### src/rtl/can_si_pkg.sv
// Shared types for the CAN status and interrupt identifier block.
// Assumes a 3-bit error code and a 16-bit identifier.
package can_si_pkg;
    localparam int CODE_W = 3;
    localparam int ID_W   = 16;
    localparam logic [ID_W-1:0] STAT_ID = 16'h8000;

    typedef enum logic [CODE_W-1:0] {
        EC_NONE  = 3'd0,
        EC_STUFF = 3'd1,
        EC_FORM  = 3'd2,
        EC_ACK   = 3'd3,
        EC_BIT1  = 3'd4,
        EC_BIT0  = 3'd5,
        EC_CRC   = 3'd6,
        EC_IDLE  = 3'd7
    } err_code_e;

    typedef struct packed {
        logic      rx_ok;
        logic      tx_ok;
        err_code_e code;
    } stat_t;

    localparam int STAT_W = $bits(stat_t);
endpackage

### src/rtl/can_si_flags.sv
// Status flag register and status-interrupt pending bit.
// Applies a CPU write first and controller events on top of it. Raises
// pending only on a controller-caused value change (under sie) or a change
// of the bus-off or warning level (under eie). Assumes single-cycle strobes.
module can_si_flags
    import can_si_pkg::*;
(
    input  logic              clk,
    input  logic              rst_n,
    input  logic              ev_rx_ok,
    input  logic              ev_tx_ok,
    input  logic              ev_err_valid,
    input  logic [CODE_W-1:0] ev_err_code,
    input  logic              ev_recov_11,
    input  logic              bus_off,
    input  logic              err_warn,
    input  logic              cpu_wr,
    input  logic [STAT_W-1:0] cpu_wdata,
    input  logic              cpu_rd,
    input  logic              sie,
    input  logic              eie,
    output stat_t             stat,
    output logic              st_pend
);
    stat_t      after_wr;
    stat_t      stat_nxt;
    logic [1:0] lvl_q;
    logic       ctrl_chg;
    logic       lvl_chg;
    logic       st_set;

    // Next flag value: CPU write first, then controller events.
    always_comb begin
        after_wr = cpu_wr ? stat_t'(cpu_wdata) : stat;
        stat_nxt = after_wr;
        if (ev_rx_ok) stat_nxt.rx_ok = 1'b1;
        if (ev_tx_ok) stat_nxt.tx_ok = 1'b1;
        if (ev_err_valid)
            stat_nxt.code = err_code_e'(ev_err_code);
        else if (ev_recov_11)
            stat_nxt.code = EC_BIT0;
        else if (ev_rx_ok || ev_tx_ok)
            stat_nxt.code = EC_NONE;
    end

    // Status-change detection for both enable classes.
    always_comb begin
        ctrl_chg = (stat_nxt != after_wr);
        lvl_chg  = ({bus_off, err_warn} != lvl_q);
        st_set   = (sie && ctrl_chg) || (eie && lvl_chg);
    end

    // Flag register and level history.
    always_ff @(posedge clk) begin
        if (!rst_n) begin
            stat  <= '0;
            lvl_q <= '0;
        end else begin
            stat  <= stat_nxt;
            lvl_q <= {bus_off, err_warn};
        end
    end

    // Pending bit: a new change wins over a same-cycle read.
    always_ff @(posedge clk) begin
        if (!rst_n)
            st_pend <= 1'b0;
        else if (st_set)
            st_pend <= 1'b1;
        else if (cpu_rd)
            st_pend <= 1'b0;
    end
endmodule

### src/rtl/can_si_prio.sv
// Priority encoder over the per-object pending flags.
// The lowest-numbered set flag wins. Bit i gives identifier i+1, none gives 0.
module can_si_prio #(
    parameter int NOBJ = 32,
    parameter int ID_W = 16
) (
    input  logic [NOBJ-1:0] pend,
    output logic [ID_W-1:0] msg_id
);
    // Scan from the top so the lowest index is assigned last.
    always_comb begin
        msg_id = '0;
        for (int i = NOBJ - 1; i >= 0; i--) begin
            if (pend[i]) msg_id = ID_W'(i + 1);
        end
    end
endmodule

### src/rtl/can_stat_irq.sv
// Top of the CAN status and interrupt identifier block.
// Combines the status pending bit with the object priority encoder and
// gates the CPU interrupt line. Assumes NOBJ is below 2**(ID_W-1).
module can_stat_irq
    import can_si_pkg::*;
#(
    parameter int NOBJ = 32
) (
    input  logic              clk,
    input  logic              rst_n,
    input  logic              ev_rx_ok,
    input  logic              ev_tx_ok,
    input  logic              ev_err_valid,
    input  logic [CODE_W-1:0] ev_err_code,
    input  logic              ev_recov_11,
    input  logic              bus_off,
    input  logic              err_warn,
    input  logic [NOBJ-1:0]   obj_pend,
    input  logic              cpu_wr,
    input  logic [STAT_W-1:0] cpu_wdata,
    input  logic              cpu_rd,
    input  logic              ie,
    input  logic              sie,
    input  logic              eie,
    output logic              stat_rx_ok,
    output logic              stat_tx_ok,
    output logic [CODE_W-1:0] stat_err_code,
    output logic [ID_W-1:0]   int_id,
    output logic              cpu_irq
);
    stat_t           stat;
    logic            st_pend;
    logic [ID_W-1:0] msg_id;

    can_si_flags u_flags (
        .clk          (clk),
        .rst_n        (rst_n),
        .ev_rx_ok     (ev_rx_ok),
        .ev_tx_ok     (ev_tx_ok),
        .ev_err_valid (ev_err_valid),
        .ev_err_code  (ev_err_code),
        .ev_recov_11  (ev_recov_11),
        .bus_off      (bus_off),
        .err_warn     (err_warn),
        .cpu_wr       (cpu_wr),
        .cpu_wdata    (cpu_wdata),
        .cpu_rd       (cpu_rd),
        .sie          (sie),
        .eie          (eie),
        .stat         (stat),
        .st_pend      (st_pend)
    );

    can_si_prio #(.NOBJ(NOBJ), .ID_W(ID_W)) u_prio (
        .pend   (obj_pend),
        .msg_id (msg_id)
    );

    // Identifier select and interrupt gating.
    always_comb begin
        stat_rx_ok    = stat.rx_ok;
        stat_tx_ok    = stat.tx_ok;
        stat_err_code = stat.code;
        int_id        = st_pend ? STAT_ID : msg_id;
        cpu_irq       = ie && (int_id != '0);
    end
endmodule

### config.mk
export PLATFORM = sky130hd
export DESIGN_NAME = can_stat_irq
export DESIGN_NICKNAME = d
export VERILOG_FILES = /design/src/rtl/can_si_pkg.sv /design/src/rtl/can_si_flags.sv /design/src/rtl/can_si_prio.sv /design/src/rtl/can_stat_irq.sv
export SDC_FILE = /design/constraint.sdc
export NUM_CORES = 1
export LEC_CHECK = 0
export BUFFER_PORTS_ARGS = -buffer_cell sky130_fd_sc_hd__buf_2
export CAP_MARGIN = 20
export CORE_MARGIN = 5
export CORE_UTILIZATION = 40
export CTS_BUF_LIST = sky130_fd_sc_hd__clkbuf_8 sky130_fd_sc_hd__clkbuf_16
export DETAILED_ROUTE_END_ITERATION = 8
export PLACE_DENSITY = 0.84
export SYNTH_ARGS = -nofsm -noshare
export SYNTH_HDL_FRONTEND = slang
export SYNTH_SLANG_ARGS = --single-unit
### constraint.sdc
create_clock -name clk -period 1.38 [get_ports clk]
set_input_delay 0 -clock clk [delete_from_list [all_inputs] [get_ports clk]]
set_output_delay 0 -clock clk [all_outputs]
set_load 0.1 [all_outputs]
==> reports/summary.txt, run 1 <==
Ys flop type -> dfxtp_1
Clock Tree Buf Depth -> 2
Pre-antenna DRT Iters -> 4
Crit Path Category -> input port to output port
Startpoint type of the worst setup path -> input port
Critical Path End -> cpu_irq
Area of the core -> 2410 um^2
Largest net degree at the start of global routing -> 10
Pwr Density -> 693 nW/um^2
CTS Buf Count -> 3
Ys Warns -> 0
Die width -> 59.5 um
PnR Total Power -> 0.00127 W
Avg Cell Area, Syn -> 7.55 um^2
Max_slew headroom -> 0.628
Ant diodes -> 0
Final worst setup slack -> -0.157 ns
Cell area after synthesis -> 981 um^2
# rows -> 18
Worst vdd rail ir drop -> 0.000738 V
CTS tree -> built
Max-slew violations -> 0
Switch share -> 0.456
First-pass GRT wire length -> 5.29 mm
Post-synth EDFFs -> 0
Slew of the pin with the lowest slew margin -> 0.553 ns
GRT overflow -> 0
WP data required -> 1.38 ns
R2r setup slk -> 0.19 ns
Worst skew pair latency -> 0.23 ns
Starting Density -> 0.407
Worst hold path startpoint -> err_warn
Clock power frac -> 0.230
Top-count cell post-synth -> nor2_1
Reg2Reg Launch Point -> u_flags.stat[2]
Post-Route WL -> 3.58 mm
Post-synth top cells -> nor2_1 (12), a21oi_1 (11), buf_4 (10), inv_1 (10), dfxtp_1 (8)
R2r endpoint -> u_flags.st_pend
Area leader, netlist -> dfxtp_1
Initial antenna violation count -> 0
Cell Count, Final, Fillers Out -> 254
Filler cell count -> 168
Cells on worst reg2reg path -> 5
Xor/xnor cell area share of the yosys netlist -> 0.0446
Die area -> 3540 um^2
WHS -> -0.00334 ns
Max Cap Viol -> 0
Sink Count -> 8
Final ANT Viol Nets -> 0
Unrepaired setup endpoints after global routing -> yes
Worst Setup End Kind -> output port
Async SR Flop Fraction -> 0
Global-route usage over all layers -> 0.190
Die height -> 59.5 um
Worst Hold Class -> input port to flop
DRC -> 0
CTS H-tree lvls -> 1
Layout cell share with drive strength beyond 1 -> 0.554
Final Hold Viols -> 1
DRT iter0 DRCs -> 52
CTS Root Cell -> clkbuf_8
Wire length per cell -> 14.1 um
Seq pwr share -> 0.207
Placed insts -> 244
Final setup fails -> 5
Synth Area in Simple Gates -> 0.341
Largest family of logic cells by synthesized area -> simple AND/OR/NAND/NOR gates
Clock-pin slew on the worst setup and hold paths -> 0.04 ns
Gate power share -> 0.563
Via density -> 5.20
Synthesized flop and latch total -> 8
Vias in the first global route -> 1,292
Post-synthesis mux area share -> 0.0536
Status -> finished with violations
Post-synthesis adder-cell area fraction -> 0
Global placement routability congestion -> 0.899
Clock Skew -> 0.00666 ns
Leakage power figure -> 0.859 nW
Crit-path max FO -> 2
Failing checks -> hold timing, setup timing
PortBufs -> 65
Period Utilization, post-route -> 1.11
Nets -> 278
Synth top area share -> 0.163
Area Growth Syn to Fin -> 86.6%
Pre-CTS setup slack -> -0.308 ns
Sw Pwr -> 0.000578 W
Highest clock rate -> 0.651 GHz
TNS Setup -> -0.496 ns
Syn Inst Count -> 130
Total number of vias -> 1,322
Post-DP HPWL -> 2.77 mm
Synth Area in Compound Gates -> 0.274
Num ports -> 75
CP startpoint -> obj_pend[27]
CP arrival -> 1.54 ns
P_int -> 0.000691 W
Tmin final -> 1.54 ns
Synth cell types -> 45
Register area share after synthesis -> 0.163
Synth area leaders -> dfxtp_1 (16%), buf_4 (7.7%), a21oi_1 (5.6%)
-- placed cells by master, fill, tap and decap left out, types with 2 or more instances in the layout --
cell type	count
nor4_4	3
nor2_1	10
nor2_4	2
nand2b_1	3
o21ai_1	2
conb_1	9
a21oi_4	2
o31a_1	2
and2_1	3
a21oi_1	9
or4_4	3
o21a_1	2
nor3_1	3
xor2_1	4
nor2b_1	3
inv_1	11
nor4_1	5
nand2_1	4
mux2i_1	3
buf_4	24
clkbuf_8	3
dfxtp_1	2
buf_6	7
buf_12	8
o31ai_1	2
buf_2	54
o21ai_0	6
dfxtp_4	3
o311ai_1	2
dfxtp_2	3
-- area by class of cell --
cell class	count	area, um^2	area share
multi-input cells	109	846	0.462
repair buffers	93	689	0.377
flip-flops and latches	8	175	0.0957
clock buffers	3	41.3	0.0226
inverters	10	37.5	0.0205
well taps	30	37.5	0.0205
clock inverters	1	3.75	0.00205
-- flip-flops by register name (all words and copies together) (netlist names) --
register / cells
u_flags.st_pend: 1
u_flags.stat: 5
u_flags.lvl_q: 2
-- through the flow --
step,util,area (um^2),hold slack (ns)
2_1_floorplan,-,1090,0.115
3_3_place_gp,0.669,1610,0.231
3_5_place_dp,0.669,1610,0.230
4_1_cts,0.724,1740,0.000549
5_1_grt,0.760,1830,0.0244
6_report,0.760,1830,-0.00334
-- cell families (layout without fill, tap and decap cells) --
logic type,Yosys count,after routing
mux,5,5
buf+inv,21,107
flops,8,8
compound gates,41,41
xor+xnor,5,5
simple gates,49,49
other cells,1,9
-- worst min path at each step --
stage,cells past startpoint,to
global route,2,u_flags.lvl_q[1]
CTS,3,u_flags.st_pend
global placement,2,u_flags.lvl_q[1]
finish,2,u_flags.lvl_q[0]
detailed placement,2,u_flags.lvl_q[0]
floorplan,2,u_flags.st_pend
-- metal layers --
metal,track usage,up-vias,wire length [um]
met5,0,-,0
met4,0.0665,0,38
met3,0.0240,5,315
met2,0.362,61,1810
met1,0.211,598,1410
li1,-,658,-
-- power groups by stage --
| stage | combinational, W | clock (W) | sequential, W |
|---|---|---|---|
| CTS | 0.000664 | 0.000295 | 0.000262 |
| global route | 0.000751 | 0.000306 | 0.000264 |
| global placement | 0.000621 | 0 | 0.000268 |
| floorplan | 0.000363 | 0 | 0.000340 |
| finish | 0.000714 | 0.000292 | 0.000262 |
| detailed placement | 0.000627 | 0 | 0.000268 |
-- what timing repair did --
item / 4_1_cts / 5_1_grt
setup buffers: 2 / 4
resized for setup: 18 / 9
hold buffers: 0 / 0
endpoints found under the setup margin: 7 / 7
pin swaps: 2 / 5
-- critical path, stage by stage --
cell      delay, ns
buf_6          0.09
or4_4          0.52
nand2b_4       0.17
nor3_4         0.15
nand4_2        0.13
o31a_4         0.31
buf_12         0.17
(Power assumes the default switching activity.)
==> run 2, diff against run 1 <==
- BUFFER_PORTS_ARGS: -buffer_cell sky130_fd_sc_hd__buf_2 -> -buffer_cell sky130_fd_sc_hd__buf_4
- CORE_MARGIN: 5 -> 1
- SETUP_SLACK_MARGIN: not set -> 0.05
==> reports/summary.txt, run 2 (synthesis results as in run 1) <==
GRT overflow -> 0 (unchanged)
Die height -> 51.5 um (was 59.5 um)
Pre-CTS setup slack -> -0.292 ns (was -0.308 ns)
Sw Pwr -> 0.000604 W (was 0.000578 W)
CTS H-tree lvls -> 1 (unchanged)
PnR Total Power -> 0.00133 W (was 0.00127 W)
Vias in the first global route -> 1,445 (was 1,292)
Cell Count, Final, Fillers Out -> 249 (was 254)
WHS -> -0.00195 ns (was -0.00334 ns)
Crit-path max FO -> 2 (unchanged)
Unrepaired setup endpoints after global routing -> yes (unchanged)
Largest regs -> u_flags.stat: 5 flops, u_flags.lvl_q: 2 flops, u_flags.st_pend: 1 flops (unchanged)
Ant diodes -> 0 (unchanged)
Worst skew pair latency -> 0.23 ns (about the same)
Via density -> 5.80 (was 5.20)
CTS Root Cell -> clkbuf_8 (unchanged)
Max_slew headroom -> 0.641 (was 0.628)
Global-route usage over all layers -> 0.335 (was 0.190)
Layout cell share with drive strength beyond 1 -> 0.584 (was 0.554)
Initial antenna violation count -> 0 (unchanged)
Leakage power figure -> 0.907 nW (was 0.859 nW)
Final worst setup slack -> -0.230 ns (was -0.157 ns)
Sink Count -> 8 (unchanged)
Final ANT Viol Nets -> 0 (unchanged)
Commonest non-fill, non-tap cell in the layout -> buf_4 (was buf_2)
Failing checks -> hold timing, setup timing (unchanged)
Slowest CP cell -> or4_4 (unchanged)
Status -> finished with violations (unchanged)
Seq pwr share -> 0.198 (was 0.207)
Wire length per cell -> 17.6 um (was 14.1 um)
Slew of the pin with the lowest slew margin -> 0.534 ns (was 0.553 ns)
CTS tree -> built (unchanged)
CP arrival -> 1.61 ns (was 1.54 ns)
Starting Density -> 0.435 (was 0.407)
Worst vdd rail ir drop -> 0.000756 V (was 0.000738 V)
Placed insts -> 238 (was 244)
# rows -> 17 (was 18)
Die width -> 51.5 um (was 59.5 um)
DRC -> 0 (unchanged)
Clock Tree Buf Depth -> 2 (unchanged)
Pwr Density -> 664 nW/um^2 (was 693 nW/um^2)
Global placement routability congestion -> 0.902 (was 0.899)
P_int -> 0.000729 W (was 0.000691 W)
Largest register FFs -> 5 (unchanged)
Worst Setup End Kind -> output port (unchanged)
Highest clock rate -> 0.621 GHz (was 0.651 GHz)
Tmin final -> 1.61 ns (was 1.54 ns)
Area of the core -> 2250 um^2 (was 2410 um^2)
Clock power frac -> 0.212 (was 0.230)
Pre-antenna DRT Iters -> 4 (unchanged)
Startpoint type of the worst setup path -> input port (unchanged)
Critical path's top delay family -> simple AND/OR/NAND/NOR gates (unchanged)
Most frequent cells in the layout -> buf_4 (73), nor2_1 (10), buf_6 (10) (was buf_2 (54), buf_4 (24), inv_1 (11))
Num ports -> 75 (unchanged)
Gate power share -> 0.591 (was 0.563)
Period Utilization, post-route -> 1.17 (was 1.11)
Clock Skew -> 0.00139 ns (was 0.00666 ns)
Final setup fails -> 5 (unchanged)
Area Growth Syn to Fin -> 105% (was 86.6%)
CP max stage delay -> 0.53 ns (was 0.52 ns)
Post-DP HPWL -> 2.83 mm (was 2.77 mm)
Largest net degree at the start of global routing -> 10 (unchanged)
Post-layout util -> 0.891 (was 0.760)
Max Cap Viol -> 0 (unchanged)
Nets -> 276 (was 278)
PortBufs -> 65 (unchanged)
First-pass GRT wire length -> 6.60 mm (was 5.29 mm)
Most flop-heavy register -> u_flags.stat (unchanged)
Post-Route WL -> 4.39 mm (was 3.58 mm)
CTS Buf Count -> 3 (unchanged)
Crit Path Category -> input port to output port (unchanged)
Final Hold Viols -> 2 (was 1)
Max-slew violations -> 0 (unchanged)
DRT iter0 DRCs -> 33 (was 52)
Critical Path, Cell by Cell -> buf_6 > or4_4 > nand2b_4 > nor3_4 > nand4_2 > o31a_4 > buf_12 (unchanged)
Total number of vias -> 1,444 (was 1,322)
Switch share -> 0.453 (was 0.456)
Worst Hold Class -> input port to flop (unchanged)
Buffers & Inverters on Critical Path -> 2 (unchanged)
WP data required -> 1.38 ns (about the same)
Clock-pin slew on the worst setup and hold paths -> 0.04 ns (about the same)
Die area -> 2650 um^2 (was 3540 um^2)
[run 2: cell types whose count changed in the layout (fill, tap and decap cells not counted), sizes merged]
cell         change
dlygate4sd3      +1
buf              -3
inv              -1
[run 2: worst paths after layout]
check                        from               to  slack (ns)  cells after the start
hold / removal           ev_rx_ok  u_flags.stat[4]      -0.002                      2
hold reg to reg   u_flags.stat[3]  u_flags.stat[3]        0.60                      2
setup reg to reg  u_flags.stat[1]  u_flags.st_pend        0.16                      5
setup / recovery     obj_pend[27]          cpu_irq       -0.23                      7
[run 2: layout make-up]
cell class / count / area, um^2
inverter: 10 / 37.5
fill: 99 / 246
clock buffer: 3 / 41.3
sequential: 8 / 180
multi-input combinational: 109 / 903
tap: 28 / 35.0
timing repair buffer: 91 / 811
[run 2: power groups by stage]
stage	registers, W	clock network [W]	logic (W)
global placement	0.000268	0	0.000655
CTS	0.000263	0.000283	0.000745
detailed placement	0.000270	0	0.000667
finish	0.000263	0.000282	0.000788
floorplan	0.000340	0	0.000366
global route	0.000265	0.000300	0.000817
[run 2: what timing repair did]
item                                    CTS  global route
resized for setup                        46             5
endpoints found under the hold margin     1             0
endpoints found under the setup margin    7             7
pin swaps                                11             7
buffers inserted                          5             2
hold buffers                              1             0
[run 2: layer usage]
metal | global-route usage | vias to the layer above | routed length [um]
li1 | - | 656 | -
met1 | 0.362 | 682 | 1710
met2 | 0.600 | 94 | 2230
met3 | 0.0848 | 12 | 343
met4 | 0.162 | 0 | 112
met5 | 0 | - | 0
[run 2: metrics by stage]
step           setup TNS [ns]  cell area (um^2)
3_3_place_gp           -0.827              1690
4_1_cts                -0.710              1970
3_5_place_dp           -0.972              1690
2_1_floorplan          -0.375              1110
5_1_grt                -0.836              2010
6_report               -0.602              2010
==> run 3, diff against run 2 <==
- CORE_UTILIZATION: 40 -> 41
- PLACE_DENSITY: 0.84 -> 0.85
- SYNTH_HIERARCHICAL: not set -> 1
==> reports/summary.txt, run 3 <==
WP data required -> 1.38 ns (about the same)
Total number of vias -> 1,696 (was 1,444)
Die width -> 52.3 um (was 51.5 um)
Largest regs -> u_flags/stat: 5 flops, u_flags/lvl_q: 2 flops, u_flags/st_pend: 1 flops (was u_flags.stat: 5 flops, u_flags.lvl_q: 2 flops, u_flags.st_pend: 1 flops)
Cell area after synthesis -> 1040 um^2 (was 981 um^2)
Initial antenna violation count -> 0 (unchanged)
Post-synth EDFFs -> 0 (unchanged)
Clock power frac -> 0.214 (was 0.212)
Wire length on met3 -> 577 um (was 343 um)
Die area -> 2730 um^2 (was 2650 um^2)
Clock Tree Buf Depth -> 2 (unchanged)
Filler cell count -> 96 (was 99)
Period Utilization, post-route -> 1.47 (was 1.17)
Final ANT Viol Nets -> 0 (unchanged)
Max_slew headroom -> -0.283 (was 0.641)
Leakage power figure -> 0.954 nW (was 0.907 nW)
Most frequent cells in the layout -> buf_4 (72), nor2_1 (20), inv_1 (11) (was buf_4 (73), nor2_1 (10), buf_6 (10))
Synth area leaders -> dfxtp_1 (15%), nor2b_1 (9.7%), buf_4 (7.2%) (was dfxtp_1 (16%), buf_4 (7.7%), a21oi_1 (5.6%))
Unrepaired setup endpoints after global routing -> yes (unchanged)
CTS Buf Count -> 3 (unchanged)
Failing checks -> slew limit, setup timing (was hold timing, setup timing)
Num ports -> 75 (unchanged)
Top routing layer used -> met4 (unchanged)
Synth cell types -> 40 (was 45)
CP arrival -> 2.02 ns (was 1.61 ns)
Global placement routability congestion -> 0.822 (was 0.902)
Async SR Flop Fraction -> 0 (unchanged)
PortBufs -> 65 (unchanged)
Pre-antenna DRT Iters -> 4 (unchanged)
Status -> finished with violations (unchanged)
Highest clock rate -> 0.494 GHz (was 0.621 GHz)
Via density -> 6.24 (was 5.80)
Max-slew violations -> 8 (was 0)
Synth top area share -> 0.154 (was 0.163)
Crit Path Category -> input port to output port (unchanged)
DP Area -> 1790 um^2 (was 1690 um^2)
GRT overflow -> 0 (unchanged)
Post-route cell area -> 2100 um^2 (was 2010 um^2)
Final setup fails -> 7 (was 5)
Most flop-heavy register -> u_flags/stat (was u_flags.stat)
Final Hold Viols -> 0 (was 2)
Starting Density -> 0.452 (was 0.435)
FF+latch area -> 179 um^2 (was 180 um^2)
Vias in the first global route -> 1,445 (unchanged)
Die height -> 52.3 um (was 51.5 um)
Ys flop type -> dfxtp_1 (unchanged)
Commonest non-fill, non-tap cell in the layout -> buf_4 (unchanged)
Max Cap Viol -> 0 (unchanged)
Sw Pwr -> 0.000701 W (was 0.000604 W)
Area Growth Syn to Fin -> 103% (was 105%)
Largest net degree at the start of global routing -> 17 (was 10)
Clock Skew -> 0.00583 ns (was 0.00139 ns)
Clock-pin slew on the worst setup and hold paths -> 0.04 ns (about the same)
Startpoint type of the worst setup path -> input port (unchanged)
Register area share after synthesis -> 0.154 (was 0.163)
Avg Cell Area, Syn -> 6.78 um^2 (was 7.55 um^2)
DRC -> 0 (unchanged)
Worst Hold Class -> input port to flop (unchanged)
Top-count cell post-synth -> nor2_1 (unchanged)
Worst Setup End Kind -> output port (unchanged)
Seq pwr share -> 0.179 (was 0.198)
Pwr Density -> 686 nW/um^2 (was 664 nW/um^2)
CTS Root Cell -> clkbuf_8 (unchanged)
Crit-path max FO -> 3 (was 2)
TNS Setup -> -1.75 ns (was -0.602 ns)
Worst vdd rail ir drop -> 0.000861 V (was 0.000756 V)
Post-Route WL -> 5.71 mm (was 4.39 mm)
Gate power share -> 0.607 (was 0.591)
Wire length per cell -> 21.0 um (was 17.6 um)
P_int -> 0.000741 W (was 0.000729 W)
Sink Count -> 8 (unchanged)
Area of the core -> 2300 um^2 (was 2250 um^2)
Worst skew pair latency -> 0.24 ns (was 0.23 ns)
Post-DP HPWL -> 2.82 mm (was 2.83 mm)
Syn Inst Count -> 153 (was 130)
Synthesized flop and latch total -> 8 (unchanged)
Largest register FFs -> 5 (unchanged)
Tmin final -> 2.02 ns (was 1.61 ns)
Multi-input logic area -> 986 um^2 (was 903 um^2)
Post-synth top cells -> nor2_1 (20), nor2b_1 (16) (was nor2_1 (12), a21oi_1 (11), buf_4 (10), inv_1 (10), dfxtp_1 (8))
Slew of the pin with the lowest slew margin -> 1.92 ns (was 0.534 ns)
Met2 WL -> 2.84 mm (was 2.23 mm)
Layout cell share with drive strength beyond 1 -> 0.525 (was 0.584)
DRT iter0 DRCs -> 107 (was 33)
First-pass GRT wire length -> 5.80 mm (was 6.60 mm)
Ant diodes -> 0 (unchanged)
Final worst setup slack -> -0.643 ns (was -0.230 ns)
# rows -> 17 (unchanged)
Global-route usage over all layers -> 0.281 (was 0.335)
CTS H-tree lvls -> 1 (unchanged)
Area leader, netlist -> dfxtp_1 (unchanged)
Ys Warns -> 6 (was 0)
Switch share -> 0.486 (was 0.453)
PnR Total Power -> 0.00144 W (was 0.00133 W)
CTS tree -> built (unchanged)
M1 WL -> 1.76 mm (was 1.71 mm)
Nets -> 298 (was 276)
## run 3: cell types whose count changed after synthesis, sizes merged, moves of 2 or more
cell    previous run  this run
a221o              0         2
and3               0         3
clkbuf             0         2
nand2              5         7
nand3              1         4
nor2              12        20
nor2b              3        17
nor3               4        10
o21a               2         0
o21ai              9         3
o311ai             2         0
or4                3         1
xor2               4         2
## run 3: path summary, 6_finish.rpt
check | start | endpoint | slack [ns] | depth (start not counted)
setup / recovery | obj_pend[22] | cpu_irq | -0.64 | 10
setup reg to reg | u_flags/stat[1] | u_flags/st_pend | -0.10 | 5
hold / removal | rst_n | u_flags/lvl_q[1] | 0.01 | 2
hold reg to reg | u_flags/stat[3] | u_flags/stat[3] | 0.62 | 2
## run 3: repair_timing
action | CTS | global route
resized for setup | 25 | 27
setup buffers | 1 | 0
pin swaps | 6 | 6
hold buffers | 2 | 0
endpoints found under the hold margin | 2 | 0
setup endpoints to repair | 8 | 8
gates cloned | 0 | 0
## run 3: kinds of logic (layout without fill, tap and decap cells)
family	Yosys count	after routing	share of synthesized area
simple gates	81	81	0.410
compound gates	32	32	0.224
buf+inv	23	105	0.127
flops	8	8	0.154
mux	6	6	0.0639
xor+xnor	2	2	0.0169
other cells	1	10	0.00362
## run 3: metrics by stage
stage	setup slack (ns)	instances	utilization	hold slack, ns
floorplan	-0.203	162	-	0.119
global placement	-0.454	265	0.781	0.221
detailed placement	-0.470	265	0.781	0.240
CTS	-0.445	272	0.860	0.0158
global route	-0.910	272	0.916	0.0283
finish	-0.643	272	0.916	0.0117
## run 3: per-layer routing
layer  vias to the layer above  GRT usage
met2                       173      0.559
met5                         -          0
li1                        717          -
met3                        62     0.0435
met1                       744      0.283
met4                         0      0.110
## run 3: power by group through the flow
stage / Sequential (W) / Clock [W] / Combinational, W
after floorplan: 0.000343 / 0 / 0.000434
after global placement: 0.000259 / 0 / 0.000733
after CTS: 0.000256 / 0.000310 / 0.000784
after global routing: 0.000259 / 0.000321 / 0.000906
after detailed placement: 0.000260 / 0 / 0.000746
final: 0.000258 / 0.000309 / 0.000875
## run 3: layout make-up
cell class	instances	area share
Tap cell	28	0.0167
Multi-Input combinational cell	131	0.469
Sequential cell	8	0.0851
Timing Repair Buffer	91	0.390
Inverter	10	0.0178
Clock inverter	1	0.00178
Clock buffer	3	0.0196
## run 3: worst max-delay path, cell delays in order
cell and delay [ns]:
buf_4 0.14, buf_4 0.15, nor3_1 0.35, nor4_2 0.08
o31ai_2 0.29, a2111oi_2 0.13, nor3_1 0.26, nand3_1 0.15
o31a_4 0.31, buf_12 0.17
